## src/rtl/dtg_pkg.sv

```systemverilog
// Package: shared types for the delay-line tap wrap guard.
// Assumes nothing beyond standard SystemVerilog packed types.
package dtg_pkg;

    // Per-sample classification of the tap index stream.
    typedef struct packed {
        logic near_end;   // index equals the final tap
        logic wrapped;    // index went from the final tap to tap zero
    } tap_event_t;

endpackage

```

## src/rtl/dtg_tap_history.sv

```systemverilog
// Module: dtg_tap_history
// Remembers the most recent valid tap index while the loop is enabled.
// Assumes: rst_n is synchronous active-low. Dropping dll_en forgets history,
// so a wrap cannot be paired across a loop disable.
module dtg_tap_history #(
    parameter int IDX_W = 7
) (
    input  logic             clk,
    input  logic             rst_n,
    input  logic             dll_en,
    input  logic             tap_vld,
    input  logic [IDX_W-1:0] tap_idx,
    output logic [IDX_W-1:0] prev_idx,
    output logic             prev_ok
);

    // Capture each valid index; clear the presence bit on reset or loop disable.
    always_ff @(posedge clk) begin
        if (!rst_n) begin
            prev_idx <= '0;
            prev_ok  <= 1'b0;
        end else if (!dll_en) begin
            prev_ok  <= 1'b0;
        end else if (tap_vld) begin
            prev_idx <= tap_idx;
            prev_ok  <= 1'b1;
        end
    end

endmodule

```

## src/rtl/dtg_classify.sv

```systemverilog
// Module: dtg_classify
// Purely combinational classifier of the current sample against history.
// Assumes: the history is supplied by dtg_tap_history and is valid only
// when prev_ok is high.
module dtg_classify
    import dtg_pkg::*;
#(
    parameter int TAPS  = 128,
    parameter int IDX_W = 7
) (
    input  logic             dll_en,
    input  logic             tap_vld,
    input  logic [IDX_W-1:0] tap_idx,
    input  logic [IDX_W-1:0] prev_idx,
    input  logic             prev_ok,
    output tap_event_t       ev
);

    localparam logic [IDX_W-1:0] LAST_TAP  = IDX_W'(TAPS - 1);
    localparam logic [IDX_W-1:0] FIRST_TAP = '0;

    logic sample_live;

    // Decide whether this cycle's index is a potential or an actual wrap.
    always_comb begin
        sample_live = dll_en && tap_vld;
        ev.near_end = sample_live && (tap_idx == LAST_TAP);
        ev.wrapped  = sample_live && (tap_idx == FIRST_TAP)
                      && prev_ok && (prev_idx == LAST_TAP);
    end

endmodule

```

## src/rtl/dtg_flag_reg.sv

```systemverilog
// Module: dtg_flag_reg
// Registers the per-sample status pulses and the sticky checkstop.
// Assumes: ev is combinational from the same cycle's inputs; detect_en is
// sampled at the same edge, so disabled-period events leave no trace.
module dtg_flag_reg
    import dtg_pkg::*;
(
    input  logic       clk,
    input  logic       rst_n,
    input  logic       detect_en,
    input  tap_event_t ev,
    output logic       near_end,
    output logic       wrapped,
    output logic       checkstop
);

    logic trip;

    // Escalation condition: any wrap class while detection is armed.
    always_comb trip = detect_en && (ev.near_end || ev.wrapped);

    // Status pulses follow the classifier by one cycle.
    always_ff @(posedge clk) begin
        if (!rst_n) begin
            near_end <= 1'b0;
            wrapped  <= 1'b0;
        end else begin
            near_end <= ev.near_end;
            wrapped  <= ev.wrapped;
        end
    end

    // Checkstop latches on a trip and only reset clears it.
    always_ff @(posedge clk) begin
        if (!rst_n)    checkstop <= 1'b0;
        else if (trip) checkstop <= 1'b1;
    end

endmodule

```

## src/rtl/dtg_top.sv

```systemverilog
// Module: dtg_top
// Delay-line tap wrap guard: flags a potential wrap (final tap) and an actual
// wrap (final tap followed by tap zero) and escalates either to a sticky
// checkstop when detection is enabled.
// Assumes: tap_idx is synchronous to clk; rst_n is synchronous active-low.
module dtg_top
    import dtg_pkg::*;
#(
    parameter int TAPS = 128
) (
    input  logic                                   clk,
    input  logic                                   rst_n,
    input  logic                                   detect_en,
    input  logic                                   dll_en,
    input  logic [((TAPS > 1) ? $clog2(TAPS) : 1)-1:0] tap_idx,
    input  logic                                   tap_vld,
    output logic                                   checkstop,
    output logic                                   near_end,
    output logic                                   wrapped
);

    localparam int IDX_W = (TAPS > 1) ? $clog2(TAPS) : 1;
    localparam logic [IDX_W-1:0] LAST_TAP = IDX_W'(TAPS - 1);

    logic [IDX_W-1:0] prev_idx;
    logic             prev_ok;
    tap_event_t       ev;

    dtg_tap_history #(.IDX_W(IDX_W)) u_hist (
        .clk      (clk),
        .rst_n    (rst_n),
        .dll_en   (dll_en),
        .tap_vld  (tap_vld),
        .tap_idx  (tap_idx),
        .prev_idx (prev_idx),
        .prev_ok  (prev_ok)
    );

    dtg_classify #(.TAPS(TAPS), .IDX_W(IDX_W)) u_cls (
        .dll_en   (dll_en),
        .tap_vld  (tap_vld),
        .tap_idx  (tap_idx),
        .prev_idx (prev_idx),
        .prev_ok  (prev_ok),
        .ev       (ev)
    );

    dtg_flag_reg u_flags (
        .clk       (clk),
        .rst_n     (rst_n),
        .detect_en (detect_en),
        .ev        (ev),
        .near_end  (near_end),
        .wrapped   (wrapped),
        .checkstop (checkstop)
    );

    // Potential-wrap pulse only follows a live final-tap sample.
    assert_near_end_source_R2: assert property (@(posedge clk) disable iff (!rst_n)
        near_end |-> $past(tap_vld && dll_en && (tap_idx == LAST_TAP)));

    // Actual-wrap pulse only follows a live sample of tap zero.
    assert_wrap_source_R3: assert property (@(posedge clk) disable iff (!rst_n)
        wrapped |-> $past(tap_vld && dll_en && (tap_idx == '0)));

    // No status while the loop was disabled.
    assert_quiet_when_off_R6: assert property (@(posedge clk) disable iff (!rst_n)
        !$past(dll_en) |-> (!near_end && !wrapped));

    // Checkstop is only armed by an enabled detection.
    assert_trip_needs_enable_R9: assert property (@(posedge clk) disable iff (!rst_n)
        $rose(checkstop) |-> $past(detect_en));

    // Checkstop never drops outside reset.
    assert_checkstop_sticky_R8: assert property (@(posedge clk) disable iff (!rst_n)
        $past(checkstop) |-> checkstop);

    // An enabled event always escalates.
    assert_trip_on_event_R7: assert property (@(posedge clk) disable iff (!rst_n)
        (detect_en && (ev.near_end || ev.wrapped)) |=> checkstop);

endmodule

```

## config.mk

```make
export PLATFORM = sky130hd
export DESIGN_NAME = dtg_top
export DESIGN_NICKNAME = d
export VERILOG_FILES = /design/src/rtl/dtg_pkg.sv /design/src/rtl/dtg_tap_history.sv /design/src/rtl/dtg_classify.sv /design/src/rtl/dtg_flag_reg.sv /design/src/rtl/dtg_top.sv
export SDC_FILE = /design/constraint.sdc
export NUM_CORES = 1
export LEC_CHECK = 0
export BUFFER_PORTS_ARGS = -buffer_cell sky130_fd_sc_hd__buf_2
export CAP_MARGIN = 20
export CELL_PAD_IN_SITES_DETAIL_PLACEMENT = 1
export CELL_PAD_IN_SITES_GLOBAL_PLACEMENT = 1
export CORE_MARGIN = 1.5
export CORE_UTILIZATION = 37
export DETAILED_ROUTE_END_ITERATION = 10
export HOLD_SLACK_MARGIN = 0.08
export PLACE_DENSITY = 0.84
export SETUP_SLACK_MARGIN = 0.15
export SLEW_MARGIN = 20
export SYNTH_ARGS = -nofsm -noshare
export SYNTH_HDL_FRONTEND = slang
export SYNTH_HIERARCHICAL = 1
export SYNTH_SLANG_ARGS = --single-unit
```

## constraint.sdc

```tcl
create_clock -name clk -period 2 [get_ports clk]
set_input_delay 0.2 -clock clk [delete_from_list [all_inputs] [get_ports clk]]
set_output_delay 0.2 -clock clk [all_outputs]
set_load 0.005 [all_outputs]
```

### Yosys cells after proc, flatten, opt, wreduce, memory -nomap -nowiden

Cells that the tools add are included.

* bits in registers: 11
* input port bits: 12
* output and inout bits: 3
* logic and storage cells: 17

* eq/ne operators: 2
* reduce and logical (&&, ||, !) cells: 10

Operator list (number)
* equality test 7 bit, second input constant: 2
* zero test 7 bit: 1
* logical AND 1 bit: 6
* AND reduction 2 bit: 2
* logical OR 1 bit: 1

### Logic depth before layout (Yosys ltp)

Gate-level depths: netlist of run 1.

* depth in word-level cells: 6
* gate-level depth with buffers: 5
* gate-level depth less buffers: 5

### Cells and area by module

Netlist of run 1, hierarchy kept.

Modules (own cells, without submodules)
* dtg_tap_history: times used 1, cells each 34, area each 344.1 um^2, sequential area each 160.2 um^2
* dtg_flag_reg: times used 1, cells each 8, area each 91.3 um^2, sequential area each 60.1 um^2
* dtg_classify: times used 1, cells each 10, area each 65.1 um^2, sequential area each 0.0 um^2

### Least setup slack after synthesis of run 1

OpenSTA, ideal clock, no wires.

* path kind: input-to-reg
* start: input port tap_idx[3] in the netlist's numbering
* end: register u_flags.checkstop
* library setup time: 0.064 ns
* arrival time: 1.177 ns
* data required time: 1.936 ns
* path slack: 0.759 ns
* stages on the path: 4
* path buffers: 0
* cells stage by stage: or4_1 -> nor4_2 -> nor3_2 -> nor2_1

RTL lines
* start, declared: line dtg_top.sv:15 `input logic [((TAPS > 1) ? $clog2(TAPS) : 1)-1:0] tap_idx,`
* end signal, assigned: line dtg_flag_reg.sv:35 `if (!rst_n) checkstop <= 1'b0;`
* end signal, assigned: line dtg_flag_reg.sv:36 `else if (trip) checkstop <= 1'b1;`
* end, declared: line dtg_flag_reg.sv:14 `output logic checkstop`

==> results of run 1 <==
-- worst min path at each step --
| stage | end |
|---|---|
| after floorplan | u_flags/near_end$_SDFF_PN0_ |
| after global placement | u_hist/prev_idx[3]$_SDFFE_PN0P_ |
| after detailed placement | u_hist/prev_idx[6]$_SDFFE_PN0P_ |
| after CTS | u_flags/checkstop$_SDFFE_PN0P_ |
| after global routing | u_flags/checkstop$_SDFFE_PN0P_ |
| final | u_flags/checkstop$_SDFFE_PN0P_ |
-- stage by stage --
step	setup WS (ps)	area, um^2
after global routing	531	582
after global placement	617	556
after floorplan	759	500
final	683	582
after CTS	687	582
after detailed placement	566	556
-- power groups by stage --
stage | Sequential, uW | Clock, uW | Combinational (uW)
floorplan | 235 | 0 | 28.2
global placement | 236 | 0 | 41.8
detailed placement | 236 | 0 | 43.8
CTS | 231 | 158 | 44.0
global route | 232 | 172 | 48.9
finish | 231 | 150 | 44.3
-- sequential cells by signal, summed over array words and instances (netlist names) --
name / flops
u_flags/checkstop: 1
u_flags/near_end: 1
u_flags/wrapped: 1
u_hist/prev_idx: 7
u_hist/prev_ok: 1
-- kinds of logic (layout without fill, tap and decap cells) --
family | count (synthesis) | after routing | synth area share, %
AOI/OAI and AO/OA | 9 | 9 | 15.2
and+or+nand+nor | 29 | 29 | 34.0
buffers and inverters | 3 | 18 | 6.75
DFF | 11 | 11 | 44.0
-- layout by cell type, fill, tap and decap left out --
| cell | count |
|---|---|
| and2_1 | 2 |
| and2_4 | 1 |
| buf_2 | 14 |
| clkbuf_1 | 1 |
| clkbuf_4 | 3 |
| dfxtp_1 | 11 |
| nand2_1 | 8 |
| nand3_1 | 3 |
| nand4_1 | 9 |
| nor2_1 | 1 |
| nor3_1 | 1 |
| nor3_2 | 1 |
| nor4_2 | 1 |
| nor4b_1 | 1 |
| o211a_1 | 1 |
| o21ai_0 | 1 |
| o21ai_2 | 7 |
| or4_1 | 1 |
-- metal layers --
| layer | up-vias | track usage, % |
|---|---|---|
| li1 | 227 | - |
| met1 | 216 | 23.5 |
| met2 | 14 | 31.1 |
| met3 | 2 | 8.52 |
| met4 | 0 | 12.9 |
| met5 | - | 0 |
-- cell type report --
cell class,count,area [um^2]
tap,15,18.8
timing repair buffer,14,70.1
clock buffer,4,26.3
fill,157,703
multi-input combinational,38,246
sequential,11,220
-- critical path: cells and delay by family, from the launching register on --
| family | cells | cell delay [ps] |
|---|---|---|
| and+or+nand+nor | 5 | 910 |
| DFF | 1 | 330 |
==> metrics.md, run 1 <==
| Metric | Value |
|---|---|
| Worst Setup EP | u_flags/checkstop$_SDFFE_PN0P_ |
| Die Area | 1580 um^2 |
| Layout Skew | 2.29 ps |
| Total negative slack | 0 ps |
| R2r setup slk | 680 ps |
| Area leader, netlist | dfxtp_1 |
| R2R Path End | u_flags/checkstop$_SDFFE_PN0P_ |
| Vias in the first global route | 404 |
| Worst slew margin | 77.9% |
| Pre-Repair DR Iteration Count | 3 |
| Max Clk Rate | 759 MHz |
| Tmin final | 1320 ps |
| Initial core utilization | 38.9% |
| Initial antenna violation count | 0 |
| I/O pins | 15 |
| PortBufs | 14 |
| Final wirelength | 1200 um |
| Power Density | 731 nW/um^2 |
| Syn avg cell area | 9.62 um^2 |
| Delay of the slowest cell on the worst path | 360 ps |
| Clock root buffer | clkbuf_4 |
| Synth Cell Area | 500 um^2 |
| Fin crit share | 65.9% |
| Routed Antenna Nets | 0 |
| Hold Crit Depth | 3 |
| Post-synth top cells | dfxtp_1 (11), nand4_1 (9), nand2_1 (8) |
| Internal power | 321 uW |
| CTS tree | built |
| Met2 wire length | 624 um |
| Clk Latency, worst-skew pair | 260 ps |
| Arrival time at the worst endpoint | 1520 ps |
| FF-to-FF path depth | 5 |
| Total power | 425 uW |
| Final core area utilization | 45.3% |
| ANT cells | 0 |
| Wire per inst | 14.6 um |
| R2R Path Start | u_hist/prev_ok$_SDFFE_PN0P_ |
| Post-synth EDFFs | 0 |
| First-pass GRT wire length | 1940 um |
| Site Rows | 13 |
| Hold_buf cts | 0 |
| CTS Sinks | 11 |
| Post-CTS setup buffers | 0 |
| Final Non-Filler Cells | 82 |
| DP Cell Count | 78 |
| Via count | 459 |
| Final Slew Violations | 0 |
| Area contributors post-synth | dfxtp_1 (44%), o21ai_2 (12%), nand4_1 (11%) |
| Clock slew at reported path FFs | 70 ps |
| Nets | 80 |
| Hold Slack | 206 ps |
| CP max-delay cell | nor4_2 |
| Top layer in use | met4 |
| Crit Path Max Fanout | 2 |
| Critical Path End Type | flip-flop |
| Slew @ Worst Pin | 329 ps |
| CTS buffer count | 3 |
| Setup crit start | u_hist/prev_ok$_SDFFE_PN0P_ |
| Unique masters post-synth | 16 |
| Status | finished, final reports clean |
| Hpwl dp | 895 um |
| CP startpoint kind | flip-flop |
| Hold wc startpoint | detect_en |
| Mapped Nets | 64 |
| Die H | 39.8 um |
| Switching share of total power | 24.6% |
| Leakage | 0.000232 uW |
| Gates resized, CTS repair | 0 |
| Cell Chain, Critical Path | nor4b_1 > nand3_1 > nor4_2 > nor3_2 > nor2_1 |
| Peak supply drop | 0.399 mV |
| YS warnings | 6 |
| Wl on met1 | 505 um |
| RSZ-0062 raised after global routing | no |
| Vias/cell | 5.60 |
| DRC | 0 |
| Comb power frac | 10.4% |
| Crit path kind | flip-flop to flip-flop |
| Setup violators final | 0 |
| Die Width | 39.8 um |
| Seq cells post-synth | 11 |
| P_sw | 105 uW |
| H-tree depth | 1 |
| All-Layer GR Usage | 20.6% |
| Initial drt markers | 9 |
| CTS max path bufs | 2 |
| HP Class | input port to flip-flop |
| Synth Flop Type | dfxtp_1 |
| Layout cell share with drive strength beyond 1 | 40.3% |
| Pin count of the biggest net entering global routing | 19 |
| Async set or reset register ratio after synthesis | 0% |
| Core area | 1280 um^2 |
| Max cap viols | 0 |
| Gpl congestion | 0.709 |
| Layout area overhead | 16.2% |
| Top cell type's share of synthesized area | 44.0% |
| Sequential share of power | 54.3% |
| Post-Syn Instances | 52 |
| Clk pwr share | 35.3% |
| Met3 Routed Length | 57 um |
| Register area share after synthesis | 44.0% |
| Most numerous cell in the Yosys netlist | dfxtp_1 |
| Grt ovf | 0 |
| Critical path data required time | 2200 ps |
| Endpoints failing hold | 0 |
(Power assumes the default switching activity.)
==> inputs of run 2 (changes only) <==
Settings changed: CORE_UTILIZATION 37 to 31, PLACE_DENSITY 0.84 to 0.76.
Clock period 2 ns to 1.1 ns, I/O delays scaled along.
==> run 2 against run 1 <==
Die area is 18% higher. Final area rose by 12%. Sequential power up 82%. Non-clock buffer count is 5 higher. Via count up 0.87%. Worst setup slack got worse by 620 ps. Total power up 87%. Wire length increased by 3.3%. Clock-buffer cell count did not move. Critical endpoint unchanged.
==> metrics.md, run 2 (same netlist as run 1, synthesis figures left out) <==
| Metric | Value |
|---|---|
| Status | finished, final reports clean (unchanged) |
| Max Clk Rate | 963 MHz (was 759 MHz) |
| Core area | 1510 um^2 (was 1280 um^2) |
| Crit Path Max Fanout | 2 (unchanged) |
| HP Class | input port to flip-flop (unchanged) |
| Initial antenna violation count | 0 (unchanged) |
| Max cap viols | 0 (unchanged) |
| CP startpoint kind | flip-flop (unchanged) |
| Peak supply drop | 0.553 mV (was 0.399 mV) |
| R2r setup slk | 60 ps (was 680 ps) |
| Final wirelength | 1240 um (was 1200 um) |
| Hold EP | u_flags/checkstop$_SDFFE_PN0P_ (unchanged) |
| Clock slew at reported path FFs | 70 ps (about the same) |
| Fin crit share | 94.4% (was 65.9%) |
| Crit path kind | flip-flop to flip-flop (unchanged) |
| R2R Path Start | u_hist/prev_ok$_SDFFE_PN0P_ (unchanged) |
| Total negative slack | 0 ps (unchanged) |
| ANT cells | 0 (unchanged) |
| Worst slew margin | 77.7% (was 77.9%) |
| Wire per inst | 14.1 um (was 14.6 um) |
| CTS max path bufs | 2 (unchanged) |
| Via count | 463 (was 459) |
| Site Rows | 14 (was 13) |
| Setup violators final | 0 (unchanged) |
| Gpl congestion | 0.762 (was 0.709) |
| I/O pins | 15 (unchanged) |
| Hpwl dp | 865 um (was 895 um) |
| Routed Antenna Nets | 0 (unchanged) |
| FF-to-FF path depth | 5 (unchanged) |
| Hold Slack | 108 ps (was 206 ps) |
| Endpoints failing hold | 0 (unchanged) |
| Layout Skew | 2.38 ps (was 2.29 ps) |
| Total power | 796 uW (was 425 uW) |
| Hold wc startpoint | detect_en (unchanged) |
| Clk Latency, worst-skew pair | 270 ps (was 260 ps) |
| Initial drt markers | 5 (was 9) |
| Critical Path End Type | flip-flop (unchanged) |
| Layout cell share with drive strength beyond 1 | 50.0% (was 40.3%) |
| Initial core utilization | 33.2% (was 38.9%) |
| Slew @ Worst Pin | 332 ps (was 329 ps) |
| RSZ-0062 raised after global routing | yes (was no) |
| Tmin final | 1040 ps (was 1320 ps) |
| Hold Crit Depth | 3 (unchanged) |
| Grt ovf | 0 (unchanged) |
| Most flop-heavy register | u_hist/prev_idx (unchanged) |
| CTS buffer count | 3 (unchanged) |
| R2R Path End | u_flags/checkstop$_SDFFE_PN0P_ (unchanged) |
| Power Density | 1220 nW/um^2 (was 731 nW/um^2) |
| Die Width | 43.2 um (was 39.8 um) |
| All-Layer GR Usage | 16.4% (was 20.6%) |
| Leakage | 0.000278 uW (was 0.000232 uW) |
| Arrival time at the worst endpoint | 1250 ps (was 1520 ps) |
| CTS tree | built (unchanged) |
| H-tree depth | 1 (unchanged) |
| Critical path data required time | 1310 ps (was 2200 ps) |
| First-pass GRT wire length | 2150 um (was 1940 um) |
| Max reg flops | 7 (unchanged) |
| DRC | 0 (unchanged) |
| Die H | 43.2 um (was 39.8 um) |
| Vias in the first global route | 490 (was 404) |
| Clock root buffer | clkbuf_4 (unchanged) |
| Filler Cell Count | 190 (was 157) |
| Most frequent cells in the layout | buf_2 (14), dfxtp_1 (10), nand4_1 (9), nand2_1 (8), o21ai_2 (7) (was buf_2 (14), dfxtp_1 (11), nand4_1 (9), nand2_1 (8), o21ai_2 (7)) |
| Pin count of the biggest net entering global routing | 19 (unchanged) |
| PortBufs | 14 (unchanged) |
| Pre-Repair DR Iteration Count | 4 (was 3) |
| CTS Sinks | 11 (unchanged) |
| Layout area overhead | 30.8% (was 16.2%) |
| Vias/cell | 5.26 (was 5.60) |
| Die Area | 1860 um^2 (was 1580 um^2) |
| Commonest non-fill, non-tap cell in the layout | buf_2 (unchanged) |
| Final core area utilization | 43.4% (was 45.3%) |
| Nets | 85 (was 80) |
| Final Slew Violations | 0 (unchanged) |
[run 2: cell type report]
| cell class | instances | area (um^2) | share of cell area, % |
|---|---|---|---|
| multi-input cells | 38 | 279 | 42.6 |
| flip-flops and latches | 11 | 221 | 33.8 |
| repair buffers | 19 | 108 | 16.4 |
| clock buffers | 4 | 26.3 | 4.02 |
| well taps | 16 | 20.0 | 3.06 |
[run 2: worst max-delay path by stage]
stage,start,to,slack [ps],cells past startpoint
floorplan,tap_idx[3],u_flags/wrapped$_SDFF_PN0_,-20,3
global placement,tap_idx[3],u_flags/wrapped$_SDFF_PN0_,-160,4
detailed placement,tap_idx[3],u_flags/checkstop$_SDFFE_PN0P_,-200,5
CTS,u_hist/prev_ok$_SDFFE_PN0P_,u_flags/checkstop$_SDFFE_PN0P_,-80,5
global route,u_hist/prev_ok$_SDFFE_PN0P_,u_flags/wrapped$_SDFF_PN0_,-60,4
finish,u_hist/prev_ok$_SDFFE_PN0P_,u_flags/checkstop$_SDFFE_PN0P_,60,5
[run 2: through the flow]
stage / instance area [um^2] / std cells / setup slack, ps
5_1_grt: 654 / 88 / -62.6
3_3_place_gp: 599 / 83 / -162
4_1_cts: 654 / 88 / -77.4
6_report: 654 / 88 / 61.5
2_1_floorplan: 513 / 52 / -16.7
3_5_place_dp: 599 / 83 / -199
[run 2: what timing repair did]
action	CTS	global route
pin swaps	3	1
setup endpoints to repair	2	2
setup buffers	1	0
gates resized for setup	4	0
hold buffers	0	0
[run 2: critical path, stage by stage, from the launching register on]
cell and delay (ps):
dfxtp_2 330, nor4b_4 190, nand3_2 110, nor4_4 200, nor3_2 60, nor2_1 90
[run 2: metal layers]
layer / global-route usage [%] / vias to the layer above / wire (um)
li1: - / 236 / -
met1: 18.8 / 215 / 559
met2: 26.6 / 10 / 616
met3: 5.11 / 2 / 46
met4: 9.09 / 0 / 14
met5: 0 / - / 0
[run 2: report_power, final]
group / total [uW] / switching [uW] / internal [uW]
sequential: 420 / 7.39 / 413
clock: 275 / 134 / 141
combinational: 101 / 57.0 / 43.7
total: 796 / 199 / 597
==> inputs of run 3 (changes only) <==
Settings changed: BUFFER_PORTS_ARGS -buffer_cell sky130_fd_sc_hd__buf_2 to not set, CORE_UTILIZATION 31 to 37, DONT_BUFFER_PORTS set to 1, PLACE_DENSITY 0.76 to 0.74.
==> run 3 against run 2 <==
Clock power hardly changed. Fmax down 5.6%. The run now ends with negative hold slack, negative setup slack left. Sequential cell count is the same. Non-clock buffer count down 19. Global-route usage increased by 2.9 points. First-iteration DRC count up 20%. Largest power group unchanged. Core utilization down 0.98 points. Clock-buffer cell count is the same. Register-to-register slack worse by 60 ps.
==> metrics.md, run 3 (same netlist as run 1, synthesis figures left out) <==
| Metric | Value |
|---|---|
| H-tree depth | 1 (unchanged) |
| Arrival time at the worst endpoint | 1310 ps (was 1250 ps) |
| I/O pins | 15 (unchanged) |
| Cell Chain, Critical Path | nor4b_4 > nand3_2 > nor4_4 > nor3_2 > nor2_1 (unchanged) |
| Hpwl dp | 812 um (was 865 um) |
| Setup violators final | 1 (was 0) |
| Vias/cell | 5.84 (was 5.26) |
| Hold Slack | -41.2 ps (was 108 ps) |
| Routed Antenna Nets | 0 (unchanged) |
| Failing checks | negative hold slack, negative setup slack |
| Commonest non-fill, non-tap cell in the layout | dfxtp_1 (was buf_2) |
| Final wirelength | 1230 um (was 1240 um) |
| CTS Sinks | 11 (unchanged) |
| CTS tree | built (unchanged) |
| Max reg flops | 7 (unchanged) |
| Filler Cell Count | 146 (was 190) |
| Clock root buffer | clkbuf_4 (unchanged) |
| Clock slew at reported path FFs | 70 ps (about the same) |
| Endpoints failing hold | 10 (was 0) |
| ANT cells | 0 (unchanged) |
| Crit path kind | flip-flop to flip-flop (unchanged) |
| Die Area | 1580 um^2 (was 1860 um^2) |
| Slew @ Worst Pin | 323 ps (was 332 ps) |
| CTS buffer count | 3 (unchanged) |
| Gpl congestion | 0.655 (was 0.762) |
| Pre-Repair DR Iteration Count | 4 (unchanged) |
| Clk Latency, worst-skew pair | 270 ps (about the same) |
| Critical Path End Type | flip-flop (unchanged) |
| CP max-delay cell | dfxtp_2 (unchanged) |
| Max cap viols | 0 (unchanged) |
| Wire per inst | 18.1 um (was 14.1 um) |
| First-pass GRT wire length | 1840 um (was 2150 um) |
| Site Rows | 13 (was 14) |
| Leakage | 0.000193 uW (was 0.000278 uW) |
| Cell area after placement | 498 um^2 (was 599 um^2) |
| Power Density | 1340 nW/um^2 (was 1220 nW/um^2) |
| Initial antenna violation count | 0 (unchanged) |
| Layout cell share with drive strength beyond 1 | 32.1% (was 50.0%) |
| Die Width | 39.8 um (was 43.2 um) |
| Final Non-Filler Cells | 68 (was 88) |
| Most flop-heavy register | u_hist/prev_idx (unchanged) |
| Setup crit start | u_hist/prev_ok$_SDFFE_PN0P_ (unchanged) |
| Die H | 39.8 um (was 43.2 um) |
| Pin count of the biggest net entering global routing | 19 (unchanged) |
| Peak supply drop | 0.749 mV (was 0.553 mV) |
| Initial core utilization | 38.9% (was 33.2%) |
| All-Layer GR Usage | 19.3% (was 16.4%) |
| Hold wc startpoint | rst_n (was detect_en) |
| R2R Path Start | u_hist/prev_ok$_SDFFE_PN0P_ (unchanged) |
| Delay of the slowest cell on the worst path | 340 ps (was 330 ps) |
| RSZ-0062 raised after global routing | yes (unchanged) |
| Max Clk Rate | 909 MHz (was 963 MHz) |
| Status | finished, violations left (was finished, final reports clean) |
| Layout Skew | 4.14 ps (was 2.38 ps) |
| DP Cell Count | 64 (was 83) |
| Worst slew margin | 78.3% (was 77.7%) |
| Post-CTS setup buffers | 0 (was 1) |
| Crit Path Max Fanout | 2 (unchanged) |
| Final instance area | 546 um^2 (was 654 um^2) |
| Vias in the first global route | 415 (was 490) |
| Via count | 397 (was 463) |
| Tmin final | 1100 ps (was 1040 ps) |
| Most frequent cells in the layout | dfxtp_1 (10), nand4_1 (9), nand2_1 (8), o21ai_2 (7), clkbuf_4 (3) (was buf_2 (14), dfxtp_1 (10), nand4_1 (9), nand2_1 (8), o21ai_2 (7)) |
| Critical path data required time | 1310 ps (about the same) |
| Nets | 66 (was 85) |
| HP Class | input port to flip-flop (unchanged) |
| PortBufs | 0 (was 14) |
| CP startpoint kind | flip-flop (unchanged) |
| Multi-input gate area | 279 um^2 (unchanged) |
| Fin crit share | 100% (was 94.4%) |
| Final Slew Violations | 0 (unchanged) |
| Initial drt markers | 6 (was 5) |
| Grt ovf | 0 (unchanged) |
| FF+latch area | 221 um^2 (unchanged) |
| Fin worst setup slack | -0.0344 ps (was 61.5 ps) |
| Layout area overhead | 9.00% (was 30.8%) |
| Core area | 1280 um^2 (was 1510 um^2) |
| CTS max path bufs | 2 (unchanged) |
| DRC | 0 (unchanged) |
==> run 3: per-layer routing <==
layer | GRT usage [%] | routed length (um) | vias to the layer above
li1 | - | - | 196
met1 | 18.4 | 495 | 190
met2 | 34.4 | 668 | 9
met3 | 8.52 | 49 | 2
met4 | 9.48 | 17 | 0
met5 | 0 | 0 | -
==> run 3: cell type report <==
cell class / count / share of cell area [%]
tap: 15 / 3.44
multi-input combinational: 38 / 51.1
clock buffer: 4 / 4.82
sequential: 11 / 40.6
==> run 3: final timing paths <==
| kind | end | slack (ps) | cells after the start |
|---|---|---|---|
| worst max-delay path | u_flags/checkstop$_SDFFE_PN0P_ | -0.03 | 5 |
| worst min-delay path | u_hist/prev_ok$_SDFFE_PN0P_ | -40 | 1 |
| worst max register to register | u_flags/checkstop$_SDFFE_PN0P_ | -0.03 | 5 |
| worst min register to register | u_hist/prev_idx[1]$_SDFFE_PN0P_ | 460 | 2 |
==> run 3: worst max-delay path: cells and delay by family (launching register included) <==
family | cells | cell delay, ps
simple gates | 5 | 700
flops | 1 | 340
==> run 3: per-stage QoR <==
step	TNS (ps)	util [%]	total power, uW	setup WS, ps
after floorplan	-27.6	-	479	-16.7
after CTS	0	42.5	744	38.0
after detailed placement	-181	38.8	466	-116
after global routing	-129	42.5	775	-78.1
after global placement	-113	38.8	464	-61.5
final	-0.0344	42.5	733	-0.0344
==> run 3: report_power, final <==
group          internal (uW)  total (uW)  leakage, uW  switching (uW)
Combinational           19.5        38.6    0.0000883            19.2
Sequential               413         421    0.0000900            7.83
Clock                    141         273    0.0000150             133
Total                    573         733     0.000193             160
==> run 3: what timing repair did <==
action,4_1_cts,5_1_grt
setup endpoints to repair,2,2
resized for setup,4,0
endpoints found under the hold margin,11,11
pin swaps,2,1
